### src/rtl/exc_entry_pkg.sv
package exc_entry_pkg;

    localparam int WORD_W  = 32;
    localparam int CODE_W  = 5;
    localparam int COP_W   = 2;
    localparam int SEL_W   = 3;

    // bit positions decoded by software and by the interrupt logic
    localparam int BIT_EXL = 1;
    localparam int BIT_BEV = 22;
    localparam int BIT_IV  = 23;
    localparam int BIT_BD  = 31;
    localparam int CE_LO   = 28;
    localparam int CODE_LO = 2;

    localparam logic [CODE_W-1:0] EXC_INT  = 5'd0;
    localparam logic [CODE_W-1:0] EXC_MOD  = 5'd1;
    localparam logic [CODE_W-1:0] EXC_TLBL = 5'd2;
    localparam logic [CODE_W-1:0] EXC_TLBS = 5'd3;
    localparam logic [CODE_W-1:0] EXC_ADES = 5'd5;
    localparam logic [CODE_W-1:0] EXC_CPU  = 5'd11;
    localparam logic [CODE_W-1:0] EXC_OVF  = 5'd12;

    localparam logic [WORD_W-1:0] OFF_GEN = 32'h0000_0180;
    localparam logic [WORD_W-1:0] OFF_INT = 32'h0000_0200;

    localparam logic [SEL_W-1:0] SEL_STATUS = 3'd0;
    localparam logic [SEL_W-1:0] SEL_CAUSE  = 3'd1;
    localparam logic [SEL_W-1:0] SEL_EPC    = 3'd2;
    localparam logic [SEL_W-1:0] SEL_BADVA  = 3'd3;
    localparam logic [SEL_W-1:0] SEL_SHADOW = 3'd4;
    localparam logic [SEL_W-1:0] SEL_EBASE  = 3'd5;

    typedef logic [WORD_W-1:0] word_t;

    typedef struct packed {
        word_t status;
        word_t cause;
        word_t epc;
        word_t badva;
        word_t shadow;
        word_t ebase;
        word_t hpc;
        logic  redir;
    } entry_state_t;

    function automatic logic is_addr_fault(input logic [CODE_W-1:0] code);
        return (code >= EXC_MOD) && (code <= EXC_ADES);
    endfunction

endpackage

### src/rtl/exc_vector_sel.sv
module exc_vector_sel
    import exc_entry_pkg::*;
#(
    parameter logic [WORD_W-1:0] BOOT_OVF_VEC = 32'hBFC0_0200
) (
    input  logic [CODE_W-1:0] code,
    input  logic              refill,
    input  logic              exl_prior,
    input  logic              bev_prior,
    input  logic              iv_prior,
    input  word_t             ebase,
    output word_t             vec
);
    logic refill_kind;

    always_comb begin
        refill_kind = refill && ((code == EXC_TLBL) || (code == EXC_TLBS));
        if (refill_kind) begin
            vec = exl_prior ? (ebase + OFF_GEN) : ebase;
        end else if (code == EXC_INT) begin
            vec = iv_prior ? (ebase + OFF_INT) : (ebase + OFF_GEN);
        end else if ((code == EXC_OVF) && bev_prior) begin
            vec = BOOT_OVF_VEC;
        end else begin
            vec = ebase + OFF_GEN;
        end
    end
endmodule

### src/rtl/exc_cause_merge.sv
module exc_cause_merge
    import exc_entry_pkg::*;
(
    input  word_t             cause_old,
    input  logic [CODE_W-1:0] code,
    input  logic              in_slot,
    input  logic [COP_W-1:0]  cop_id,
    input  word_t             pc,
    output word_t             cause_new,
    output word_t             epc_new
);
    always_comb begin
        cause_new                       = cause_old;
        cause_new[BIT_BD]               = in_slot;
        cause_new[CE_LO +: COP_W]       = (code == EXC_CPU) ? cop_id : '0;
        cause_new[CODE_LO +: CODE_W]    = code;
        epc_new = in_slot ? (pc - 32'd4) : pc;
    end
endmodule

### src/rtl/exc_shadow_rot.sv
module exc_shadow_rot
    import exc_entry_pkg::*;
#(
    parameter int SET_W = 4
) (
    input  word_t shadow_old,
    input  logic  rotate,
    output word_t shadow_new
);
    localparam int CUR_LO  = 0;
    localparam int PREV_LO = SET_W;
    localparam int EXC_LO  = 2 * SET_W;

    always_comb begin
        shadow_new = shadow_old;
        if (rotate) begin
            shadow_new[PREV_LO +: SET_W] = shadow_old[CUR_LO +: SET_W];
            shadow_new[CUR_LO  +: SET_W] = shadow_old[EXC_LO +: SET_W];
        end
    end
endmodule

### src/rtl/exc_entry_ctrl.sv
module exc_entry_ctrl
    import exc_entry_pkg::*;
#(
    parameter int                SET_W        = 4,
    parameter logic [WORD_W-1:0] RESET_STATUS = 32'h0040_0000,
    parameter logic [WORD_W-1:0] RESET_EBASE  = 32'h8000_0000,
    parameter logic [WORD_W-1:0] BOOT_OVF_VEC = 32'hBFC0_0200
) (
    input  logic              clk,
    input  logic              rst_n,
    input  logic              exc_valid,
    input  logic [CODE_W-1:0] exc_code,
    input  logic              exc_refill,
    input  logic [WORD_W-1:0] exc_pc,
    input  logic              exc_in_slot,
    input  logic [WORD_W-1:0] exc_badva,
    input  logic [COP_W-1:0]  exc_cop_id,
    input  logic [SEL_W-1:0]  reg_sel,
    input  logic              reg_wr_en,
    input  logic [WORD_W-1:0] reg_wr_data,
    output logic [WORD_W-1:0] reg_rd_data,
    output logic              redirect,
    output logic [WORD_W-1:0] handler_pc
);
    entry_state_t st_d, st_q;
    word_t        vec_w, cause_w, epc_w, shadow_w;
    logic         may_rotate;

    assign may_rotate = !st_q.status[BIT_EXL] && !st_q.status[BIT_BEV];

    exc_vector_sel #(.BOOT_OVF_VEC(BOOT_OVF_VEC)) u_vec (
        .code      (exc_code),
        .refill    (exc_refill),
        .exl_prior (st_q.status[BIT_EXL]),
        .bev_prior (st_q.status[BIT_BEV]),
        .iv_prior  (st_q.cause[BIT_IV]),
        .ebase     (st_q.ebase),
        .vec       (vec_w)
    );

    exc_cause_merge u_cause (
        .cause_old (st_q.cause),
        .code      (exc_code),
        .in_slot   (exc_in_slot),
        .cop_id    (exc_cop_id),
        .pc        (exc_pc),
        .cause_new (cause_w),
        .epc_new   (epc_w)
    );

    exc_shadow_rot #(.SET_W(SET_W)) u_shadow (
        .shadow_old (st_q.shadow),
        .rotate     (may_rotate),
        .shadow_new (shadow_w)
    );

    always_comb begin
        st_d       = st_q;
        st_d.redir = 1'b0;
        if (exc_valid) begin
            st_d.status          = st_q.status;
            st_d.status[BIT_EXL] = 1'b1;
            st_d.cause           = cause_w;
            st_d.epc             = epc_w;
            st_d.shadow          = shadow_w;
            st_d.hpc             = vec_w;
            st_d.redir           = 1'b1;
            if (is_addr_fault(exc_code)) begin
                st_d.badva = exc_badva;
            end
        end else if (reg_wr_en) begin
            case (reg_sel)
                SEL_STATUS: st_d.status = reg_wr_data;
                SEL_CAUSE:  st_d.cause  = reg_wr_data;
                SEL_EPC:    st_d.epc    = reg_wr_data;
                SEL_BADVA:  st_d.badva  = reg_wr_data;
                SEL_SHADOW: st_d.shadow = reg_wr_data;
                SEL_EBASE:  st_d.ebase  = reg_wr_data;
                default:    ;
            endcase
        end
    end

    always_ff @(posedge clk or negedge rst_n) begin
        if (!rst_n) begin
            st_q        <= '0;
            st_q.status <= RESET_STATUS;
            st_q.ebase  <= RESET_EBASE;
        end else begin
            st_q <= st_d;
        end
    end

    always_comb begin
        case (reg_sel)
            SEL_STATUS: reg_rd_data = st_q.status;
            SEL_CAUSE:  reg_rd_data = st_q.cause;
            SEL_EPC:    reg_rd_data = st_q.epc;
            SEL_BADVA:  reg_rd_data = st_q.badva;
            SEL_SHADOW: reg_rd_data = st_q.shadow;
            SEL_EBASE:  reg_rd_data = st_q.ebase;
            default:    reg_rd_data = '0;
        endcase
    end

    assign redirect   = st_q.redir;
    assign handler_pc = st_q.hpc;
endmodule

### config.mk
export PLATFORM = sky130hd
export DESIGN_NAME = exc_entry_ctrl
export DESIGN_NICKNAME = d
export VERILOG_FILES = /design/src/rtl/exc_entry_pkg.sv /design/src/rtl/exc_vector_sel.sv /design/src/rtl/exc_cause_merge.sv /design/src/rtl/exc_shadow_rot.sv /design/src/rtl/exc_entry_ctrl.sv
export SDC_FILE = /design/constraint.sdc
export NUM_CORES = 1
export LEC_CHECK = 0
export ABC_AREA = 1
export BUFFER_PORTS_ARGS = -buffer_cell sky130_fd_sc_hd__buf_2
export CAP_MARGIN = 0
export CORE_UTILIZATION = 54
export DETAILED_ROUTE_END_ITERATION = 7
export PLACE_DENSITY = 0.78
export SYNTH_ARGS = -nofsm -noshare
export SYNTH_HDL_FRONTEND = slang
export SYNTH_HIERARCHICAL = 1
export SYNTH_SLANG_ARGS = --single-unit
### constraint.sdc
create_clock -name clk -period 1.7 [get_ports clk]
set_input_delay 0 -clock clk [delete_from_list [all_inputs] [get_ports clk]]
set_output_delay 0 -clock clk [all_outputs]
set_load 0.1 [all_outputs]
==> summary.txt <==
Crit. End Element - register
Final setup vio count - 15
Post-synth top area cell - dfrtp_1
Critical path type - register to register
Synthesized area - 15500 um2
Via density - 5.60
Synthesis-to-finish area growth - 30.2%
Most numerous cell in the Yosys netlist - nand2_1
Status - finished, violations left
Post-synthesis async set-or-reset flop share - 100%
Layout cells sized above 1 - 22.0%
Mean post-synth cell area - 6.73 um2
Final hold violation count - 0
Number of global-route vias before repair - 15700
Crit-path max FO - 4
CP most frequent cell - nand2_1
Hold EP - st_q[160]
Hold Path Class - primary input to register
Remaining global-route overflow - 0
Crit path cell chain - buf_6 > nand3_2 > nor2_4 > buf_6 > nand4_1 > nor2_2 > o21ai_1 > nand2_1 > nand2_1 > nand2_1 > nand2_1 > nand2_1 > nand2_1
Clock slew at reported path FFs - 0.06 ns
Leakage power - 10.3 nW
Via count - 16700
Worst slew pin tran - 0.517 ns
Register area - 5640 um2
Cells after synthesis - 2305
First-pass GRT wire length - 83.7 mm
Largest net degree at the start of global routing - 82
Io pins - 177
Min-delay src - reg_sel[1]
WP depth - 13
Gpl congestion - 0.994
CTS Buffer Depth - 3
Worst EP required - 2.14 ns
Non-Filler Instances - 2989
Max cap viols - 0
FMAX - 0.560 GHz
Multi-input logic area - 8170 um2
Min Tclk post-route - 1.79 ns
Syn Nets - 2420
CTS tree - yes
Placed cells - 2783
Flop and latch count out of synthesis - 225
Total CTS buffers - 26
Unrepaired setup endpoints after global routing - true
Crit start category - register
Top area cells in the synthesized netlist - dfrtp_1 (36%), nand2_1 (19%), nand3_1 (5.7%)
Post-synth top flop - dfrtp_1
Arrival @ worst endpoint - 2.22 ns
Die width - 171 um
CP max stage delay - 0.40 ns
CTS root buf - clkbuf_16
Initial DRC Count - 2091
Total power draw - 0.0205 W
Clk Latency, worst-skew pair - 0.55 ns
WP buf/inv - 2
Fin. max-slew vios - 0
Fill cells - 2184
NumNets Final - 2705
Placed Area - 17200 um2
Reg2reg path depth - 13
ANT nets after route - 0
Detail Placement HPWL - 37.7 mm
Setup ws final - -0.0852 ns
DR pass1 iterations - 5
Critical-path top delay cell - dfrtp_1
Area of the core - 28000 um2
Layout Cell Area excl Fill - 20200 um2
Slew margin rel. - 65.8%
Die Y - 171 um
Top cell type's share of synthesized area - 36.0%
Die area - 29400 um2
Clock sinks - 225
Synth unique cells - 47
Worst path top cell family by delay - simple AND/OR/NAND/NOR gates
Peak supply drop - 0.000823 V
Gr usage total - 36.6%
FF-to-FF End - handler_pc[30]
Final Util - 72.1%
Initial antenna violation count - 0
WL final - 54.1 mm
Initial core utilization - 55.4%
Sequential area share after synthesis - 36.3%
Routed wire per std cell - 18.1 um
Pwr Density - 1010 nW/um2
Hold Path Stages - 5
EDFF count, synth - 0
RR Startpoint - st_q[42]
PortBufs - 176
Residual DRC - 0
Hold Slack - 0.0262 ns
Ys Warns - 6
Internal reg-to-reg setup slack - -0.09 ns
Top cells by count, synth - nand2_1 (774), inv_1 (229), dfrtp_1 (223)
Setup Skew - 0.0134 ns
CTS H-tree depth - 1
Final period util - 105%
Row count - 61
Failing checks - negative setup slack
worst register-to-register path, cell delays in order (launching register included):
cell and delay, ns:
dfrtp_1 0.40, buf_6 0.13, nand3_2 0.12, nor2_4 0.17
buf_6 0.12, nand4_1 0.11, nor2_2 0.20, o21ai_1 0.10
nand2_1 0.06, nand2_1 0.05, nand2_1 0.05, nand2_1 0.04
nand2_1 0.06, nand2_1 0.05
what timing repair did:
item | 4_1_cts | 5_1_grt
pin swaps | 26 | 84
setup buffers | 15 | 24
setup endpoints to repair | 32 | 55
endpoints found under the hold margin | 364 | 0
hold buffers | 121 | 0
resized for setup | 58 | 148
how the worst max path moves through the flow:
stage / from / to
6_report: st_q[42] / handler_pc[30]
5_1_grt: st_q[42] / handler_pc[30]
4_1_cts: st_q[40] / reg_rd_data[7]
3_5_place_dp: st_q[41] / handler_pc[25]
3_3_place_gp: st_q[51] / handler_pc[29]
2_1_floorplan: st_q[40] / handler_pc[29]
report_power, final:
| part | switching, W | internal [W] |
|---|---|---|
| logic | 0.00510 | 0.00261 |
| clock network | 0.00239 | 0.00342 |
| registers | 0.000642 | 0.00634 |
| total | 0.00813 | 0.0124 |
stage by stage:
| stage | setup slack, ns | TNS [ns] |
|---|---|---|
| after floorplan | 0.0144 | 0 |
| after global placement | -0.0108 | -0.0108 |
| after detailed placement | -0.0353 | -0.194 |
| after CTS | -0.0538 | -0.417 |
| after global routing | -0.188 | -2.94 |
| final | -0.0852 | -0.502 |
cell families (layout without fill, tap and decap cells):
group	after synthesis	after routing	share of synthesized area [%]
AOI/OAI and AO/OA	322	322	11.8
xor gates and xnor gates	27	27	1.53
adders and majority gates	3	3	0.242
buffers and inverters	439	743	14.2
DFF	225	225	36.3
other	0	2	0
and+or+nand+nor	1289	1289	35.9
registers in the layout, indices dropped and copies added, names as in the netlist:
| register | flops |
|---|---|
| handler_pc | 32 |
| redirect | 1 |
| st_q | 192 |
cell usage in the layout (no fill, tap or decap), types with 12 or more instances in the layout:
master         Yosys  layout
dfrtp_1          223     215
buf_12             0      50
buf_2             41     141
a21oi_1           22      19
inv_1            229     215
a21boi_0          56      56
nor2_1           220     193
xor2_1            22      20
o21ai_0          157     128
o21ai_2            1      12
nand2_4            8      19
nor2_2            19      28
o21ai_1           61      76
nor2_4            16      34
dlygate4sd3_1      0     119
nand3_1          177     172
nand2_1          774     741
nand2_2           14      35
inv_2             11      17
buf_6             11      27
clkbuf_16          0      26
nand4_1           42      42
buf_4            102     115
final cells by class:
cell class                      instances  area share (%)
Multi-Input combinational cell       1641            40.4
Sequential cell                       225            27.9
Timing Repair Buffer                  453            20.2
Inverter                              243            4.64
Clock buffer                           32            3.48
Tap cell                              378            2.34
Clock inverter                         15           0.929
Antenna cell                            2          0.0248
metal layers:
layer / part of all wire, % / global-route usage [%] / up-vias
met5: 0 / 0 / -
met2: 46 / 59.5 / 1018
met1: 40 / 48.9 / 7785
met3: 9.6 / 6.35 / 171
met4: 4.0 / 13.2 / 0
li1: - / - / 7764
No activity file was read; power rests on OpenSTA's default activity.
